--- src/rtl/sect_chk_pkg.sv ---
package sect_chk_pkg;

  localparam int FIELD_W = 2;
  localparam int AP_W    = 3;
  localparam int KIND_W  = 2;
  localparam int FAULT_W = 2;

  localparam logic [FIELD_W-1:0] DCTL_DENY   = 2'b00;
  localparam logic [FIELD_W-1:0] DCTL_CLIENT = 2'b01;
  localparam logic [FIELD_W-1:0] DCTL_RSVD   = 2'b10;
  localparam logic [FIELD_W-1:0] DCTL_MGR    = 2'b11;

  localparam logic [KIND_W-1:0] KIND_READ  = 2'b00;
  localparam logic [KIND_W-1:0] KIND_WRITE = 2'b01;
  localparam logic [KIND_W-1:0] KIND_FETCH = 2'b10;

  localparam logic [FAULT_W-1:0] FLT_NONE   = 2'b00;
  localparam logic [FAULT_W-1:0] FLT_DOMAIN = 2'b01;
  localparam logic [FAULT_W-1:0] FLT_XN     = 2'b10;
  localparam logic [FAULT_W-1:0] FLT_PERM   = 2'b11;

  // Level index into the decoder outputs
  localparam int LVL_USER = 0;
  localparam int LVL_PRIV = 1;
  localparam int NUM_LVL  = 2;

endpackage

--- src/rtl/sect_fault_resolve.sv ---
module sect_fault_resolve
  import sect_chk_pkg::*;
(
  input  logic               clk,
  input  logic               rst,
  input  logic               req_valid,
  input  logic [FIELD_W-1:0] dom_field,
  input  logic [KIND_W-1:0]  req_kind,
  input  logic               req_priv,
  input  logic               req_xn,
  input  logic [AP_W-1:0]    req_ap,
  input  logic [NUM_LVL-1:0] rd_ok,
  input  logic [NUM_LVL-1:0] wr_ok,
  output logic               rsp_valid,
  output logic               rsp_allow,
  output logic [FAULT_W-1:0] rsp_fault
);

  logic               is_fetch;
  logic               is_write;
  logic               granted;
  logic               nxt_allow;
  logic [FAULT_W-1:0] nxt_fault;

  assign is_fetch = (req_kind == KIND_FETCH);
  assign is_write = req_kind[0];
  assign granted  = is_write ? wr_ok[req_priv] : rd_ok[req_priv];

  // Priority: domain, then execute-never, then permission
  always_comb begin
    nxt_allow = 1'b0;
    nxt_fault = FLT_NONE;
    if (!dom_field[0]) begin
      nxt_fault = FLT_DOMAIN;
    end else if (dom_field == DCTL_MGR) begin
      nxt_allow = 1'b1;
    end else if (is_fetch && req_xn) begin
      nxt_fault = FLT_XN;
    end else if (granted) begin
      nxt_allow = 1'b1;
    end else begin
      nxt_fault = FLT_PERM;
    end
  end

  always_ff @(posedge clk) begin
    if (rst) begin
      rsp_valid <= 1'b0;
      rsp_allow <= 1'b0;
      rsp_fault <= FLT_NONE;
    end else begin
      rsp_valid <= req_valid;
      rsp_allow <= req_valid && nxt_allow;
      rsp_fault <= req_valid ? nxt_fault : FLT_NONE;
    end
  end

  p_reset_idle_r1: assert property (@(posedge clk) disable iff (rst)
    $past(rst) |-> !rsp_valid);

  p_valid_follow_r3: assert property (@(posedge clk) disable iff (rst)
    !$past(rst) |-> (rsp_valid == $past(req_valid)));

  p_idle_quiet_r3: assert property (@(posedge clk) disable iff (rst)
    !rsp_valid |-> (!rsp_allow && rsp_fault == FLT_NONE));

  p_dom_fault_r4: assert property (@(posedge clk) disable iff (rst)
    (req_valid && !dom_field[0]) |=> (rsp_fault == FLT_DOMAIN && !rsp_allow));

  p_mgr_allow_r5: assert property (@(posedge clk) disable iff (rst)
    (req_valid && dom_field == DCTL_MGR) |=> rsp_allow);

  p_xn_fault_r6: assert property (@(posedge clk) disable iff (rst)
    (req_valid && dom_field == DCTL_CLIENT && is_fetch && req_xn)
      |=> (rsp_fault == FLT_XN));

  p_rsvd_ap_r8: assert property (@(posedge clk) disable iff (rst)
    (req_valid && dom_field == DCTL_CLIENT && req_ap == 3'b100 &&
     !(is_fetch && req_xn)) |=> (rsp_fault == FLT_PERM));

  p_one_outcome_r10: assert property (@(posedge clk) disable iff (rst)
    rsp_valid |-> (rsp_allow != (rsp_fault != FLT_NONE)));

endmodule

--- config.mk ---
export PLATFORM = sky130hd
export DESIGN_NAME = sect_fault_resolve
export DESIGN_NICKNAME = d
export VERILOG_FILES = /design/src/rtl/sect_chk_pkg.sv /design/src/rtl/sect_fault_resolve.sv
export SDC_FILE = /design/constraint.sdc
export NUM_CORES = 1
export LEC_CHECK = 0
export CAP_MARGIN = 30
export CORE_AREA = 2 2 39 41
export CTS_CLUSTER_SIZE = 16
export DETAILED_ROUTE_END_ITERATION = 12
export DIE_AREA = 0 0 41 43
export GPL_TIMING_DRIVEN = 0
export HOLD_SLACK_MARGIN = 0.1
export PLACE_DENSITY = 0.48
export SLEW_MARGIN = 20
export SYNTH_ARGS = -nofsm -noshare
export SYNTH_HDL_FRONTEND = slang
export SYNTH_SLANG_ARGS = --single-unit
--- constraint.sdc ---
create_clock -name clk -period 3.1 [get_ports clk]
set_input_delay 0.775 -clock clk [delete_from_list [all_inputs] [get_ports clk]]
set_output_delay 0.775 -clock clk [all_outputs]
set_load 0.05 [all_outputs]
# Word level (Yosys, flattened, before mapping)

Cells that the tools add are included.

Register bits: 4
Input port bits: 16
Output and inout bits: 4
Logic and storage cells: 26

Order comparisons: 1
Eq/ne operators: 2
Multiplexer cells: 13
Bitwise gates (word level): 2
Reduce and logical (&&, ||, !) cells: 4

Operators with widths:

| cell               | count |
|---|---|
| $mux 1             | 11 |
| $eq 2x2->1 const B | 2 |
| $mux 2             | 2 |
| $reduce_or 4->1    | 1 |
| $logic_and 1x1->1  | 2 |
| $lt 1x2->1 const B | 1 |
| $not 1->1          | 2 |
| $reduce_or 2->1    | 1 |

# Depth between registers and ports, before layout

Depth in word-level cells: 8
Gate-level depth with buffers: 3
Depth with buffers taken out: 3

# Least setup slack after synthesis

OpenSTA, ideal clock, no wires.

Kind: input-to-reg
Start point: input req_priv
End point: register rsp_fault[0]
Data arrival time: 1.720 ns
Path slack: 1.310 ns
Cell stages on the path: 3
Path buffers: 0
Cell sequence: mux4_2 > or3b_1 > a21boi_1

Word-level cells in the longest chain between the ends: 7
Elaborated cells between the ends (all ways): 9
Those cells by class: mux (9)

Ends and longest elaborated chain:

| element                                   | RTL line                 | source |
|---|---|---|
| from (decl)                               | sect_fault_resolve.sv:9  | `input logic req_priv,` |
| $mux 1 (not written as such) (2 in a row) | sect_fault_resolve.sv:27 | `assign granted = is_write ? wr_ok[req_priv] : rd_ok[req_priv];` |
| $mux 1 (*)                                | sect_fault_resolve.sv:27 |  |
| $mux 2 (*)                                | sect_fault_resolve.sv:39 | `end else if (granted) begin` |
| $mux 2 (*)                                | sect_fault_resolve.sv:37 | `end else if (is_fetch && req_xn) begin` |
| $mux 1 (*)                                | sect_fault_resolve.sv:35 | `end else if (dom_field == DCTL_MGR) begin` |
| $mux 1 (*)                                | sect_fault_resolve.sv:33 | `if (!dom_field[0]) begin` |
| to (signal assigned)                      | sect_fault_resolve.sv:54 | `rsp_fault <= req_valid ? nxt_fault : FLT_NONE;` |
| to (decl)                                 | sect_fault_resolve.sv:16 | `output logic [FAULT_W-1:0] rsp_fault` |

Every way passes the cells marked *; elsewhere a longest branch is shown, timed or not. The select of a mux whose other input is x is not followed.
A chain may end at the register's enable or synchronous reset.

# Worst setup path after layout

Start point: register rsp_valid
End point: output rsp_valid

RTL lines:

| element                | RTL line                 | source |
|---|---|---|
| from (decl)            | sect_fault_resolve.sv:14 | `output logic rsp_valid,` |
| from (signal assigned) | sect_fault_resolve.sv:52 | `rsp_valid <= req_valid;` |

No word-level cell between the ends.

==> parameters.txt <==
Parameter                              Value

Setup path
  Number of buffer and inverter stages on the critical path ... 1
  Number of stages on the worst setup path ... 1
  Category of the critical setup timing path ... reg2out
  Crit path to ... rsp_valid
  Data arrival time of the critical path ... 1.33 ns
  Crit Path Max Fanout ... 1
  Sort of element at the start of the critical path ... flop
  Crit. End Element ... output port
  Crit-path leading delay family ... buffers and inverters
  Max stage delay cell, worst path ... sky130_fd_sc_hd__clkdlybuf4s50_1
  Critical path startpoint ... rsp_valid
  Data required time at the worst endpoint ... 2.32 ns
  Ordered cell list for the critical path ... clkdlybuf4s50_1
  Crit path largest cell delay ... 0.79 ns

Floorplanning
  Placeable core area ... 1380 µm²
  Count of boundary I/O pins ... 20
  Die boundary width ... 41 µm
  Total die area ... 1760 µm²
  Height of the chip ... 43 µm
  Cell row count ... 14
  Initial Util ... 0.109

Drt
  Number of antenna-violating nets in the routed design ... 0
  1st-pass router iterations ... 1
  Per-cell routed wire length ... 9.17 µm
  Number of DRC violations after detailed routing ... 0
  Routed wire length ... 440 µm
  DRC marker count from the first detailed-route iteration ... 0
  Vias/cell ... 3.60
  Vias after detailed routing ... 173

Clocking
  Buffer count from post-CTS setup fixing ... 0
  Number of cells upsized or downsized after cts ... 0
  TritonCTS clock tree ... yes
  # clock sinks ... 4
  H-Tree Depth ... 1
  Maximum clock insertion buffer count ... 2
  Post-cts hold buffer count ... 0
  Clock-pin slew reported for the worst setup and hold paths after clock tree synthesis ... 0.04 ns
  Number of clock buffers inserted by TritonCTS ... 3
  Cell at the root of the clock tree ... sky130_fd_sc_hd__clkbuf_4

Cells and area
  Non-filler cells, final ... 48
  Post-route standard cell area excluding fillers ... 354 µm²
  Share of final-layout standard cells stronger than drive strength 1 ... 0.125
  Commonest non-fill, non-tap cells in the layout ... sky130_fd_sc_hd__clkdlybuf4s50_1, sky130_fd_sc_hd__dfxtp_1, sky130_fd_sc_hd__clkbuf_4
  Number of filler cells placed in the layout ... 147
  Diodes inserted ... 0
  Most frequent standard cell in the layout excluding fill and tap cells ... sky130_fd_sc_hd__clkdlybuf4s50_1
  Signed area change from the synthesized netlist to the final layout ... 134%
  Net total in the final layout ... 50

Yosys
  Post-synthesis share of cell area spent on full adders, half adders and majority gates ... 0
  Post-synthesis share of cell area spent on and, or, nand and nor gates ... 0.240
  Biggest area consumer among synthesized cells ... sky130_fd_sc_hd__dfxtp_1
  Gate Count Post-Synth ... 13
  Synth top area cells ... sky130_fd_sc_hd__dfxtp_1, sky130_fd_sc_hd__mux4_2, sky130_fd_sc_hd__nor2b_1
  Xor/xnor share of the synthesized area ... 0
  Synth Warn # ... 0
  Average cell area after synthesis ... 11.6 µm²
  Netlist area before placement ... 151 µm²
  Portion of the post-synthesis area used by sequential elements ... 0.529
  Synthesized net count ... 29
  Area fraction of the dominant cell type after synthesis ... 0.529
  Mux share of post-synthesis cell area ... 0.149
  Synth cell types ... 9
  Register bit total from synthesis ... 4
  Largest family of logic cells by synthesized area ... simple AND/OR/NAND/NOR gates
  Share of the synthesized area in compound gates (AO/OA/AOI/OAI) ... 0.0826

Placement
  Placer's final routability congestion estimate ... 0.547
  Total of buffers placed on input and output ports ... 16
  Area of placed instances ... 332 µm²
  Pre-CTS setup slack ... 0.774 ns
  Number of cells in the design after placement ... 45

Global routing
  Number of global-route vias before repair ... 170
  Pin count of the biggest net entering global routing ... 4
  Aggregate global-route resource usage ... 0.0604
  Overflow after GRT ... 0
  Wire length of the first global-routing pass ... 614 µm
  Number of antenna violations at the first check in global routing ... 0

Timing
  Headroom to the max-slew limit ... 0.671
  Setup repair after global routing missed its margin ... no
  Slew at the pin closest to its max-slew limit ... 0.492 ns
  Final Slew Violations ... 0
  Sum of negative setup slack ... 0 ns
  Hold Worst Slack ... 1.12 ns
  Final number of hold-violating endpoints ... 0
  Post-layout min period ... 2.10 ns
  Count of final setup violators ... 0
  Setup slack after layout ... 0.996 ns
  Fin crit share ... 0.679
  Maximum frequency from static timing analysis ... 475 MHz

Pwr
  Power density cells ... 435 nW/µm²
  Reported leakage power ... 0.000130 µW
  Worst IR drop on VDD ... 0.000115 V

Min path
  Path type of the worst min-delay path ... in2reg

Run status
  Result of the run ... completed

Run
  Reported max-cap violation count ... 0
==> worst min-delay path by stage <==
stage	start	slack (ns)	end	cells after the start
after floorplan	dom_field[0]	0.87	rsp_fault[0]	1
after global placement	rst	1.35	rsp_valid	2
after detailed placement	rst	1.37	rsp_valid	2
after CTS	rst	1.12	rsp_valid	2
after global routing	dom_field[0]	1.13	rsp_fault[0]	2
final	rst	1.12	rsp_valid	2
==> routing by layer <==
metal / up-vias / track usage / wire length (µm)
li1: 84 / - / -
met1: 72 / 0.0680 / 197
met2: 17 / 0.0625 / 149
met3: 0 / 0.0681 / 92
met4: 0 / 0.0400 / 0
met5: - / 0 / 0
==> power breakdown <==
group          switching, µW  internal [µW]  total [µW]
Sequential             0.571           53.9        54.5
Clock                   21.4           43.3        64.7
Combinational           13.6           21.1        34.7
==> state kept, by name, indices dropped and copies added (netlist names) <==
signal     count
rsp_valid      1
rsp_allow      1
rsp_fault      2
==> final cells by class <==
class | instances | area, µm² | share of cell area
Tap cell | 16 | 20.0 | 0.0565
Multi-Input combinational cell | 9 | 71.3 | 0.201
Timing Repair Buffer | 16 | 160 | 0.452
Sequential cell | 4 | 80.1 | 0.226
Clock buffer | 3 | 22.5 | 0.0636
==> synth_stat cells <==
library cell	n
sky130_fd_sc_hd__a21boi_1	1
sky130_fd_sc_hd__a21oi_1	1
sky130_fd_sc_hd__dfxtp_1	4
sky130_fd_sc_hd__mux4_2	1
sky130_fd_sc_hd__nand2_1	1
sky130_fd_sc_hd__nand3b_1	1
sky130_fd_sc_hd__nor2_1	1
sky130_fd_sc_hd__nor2b_1	2
sky130_fd_sc_hd__or3b_1	1
==> per-stage QoR <==
| step | total power, µW | util |
|---|---|---|
| 2_1_floorplan | 69.5 | - |
| 3_3_place_gp | 89.5 | 0.240 |
| 3_5_place_dp | 90.4 | 0.240 |
| 4_1_cts | 158 | 0.256 |
| 5_1_grt | 164 | 0.256 |
| 6_report | 154 | 0.256 |
==> logic make-up (layout without fill, tap and decap cells) <==
kind of cell    Yosys count  after routing
mux                       1              1
buf+inv                   0             19
simple gates              6              6
flops                     4              4
compound gates            2              2
Power figures use the tool's default switching activity.
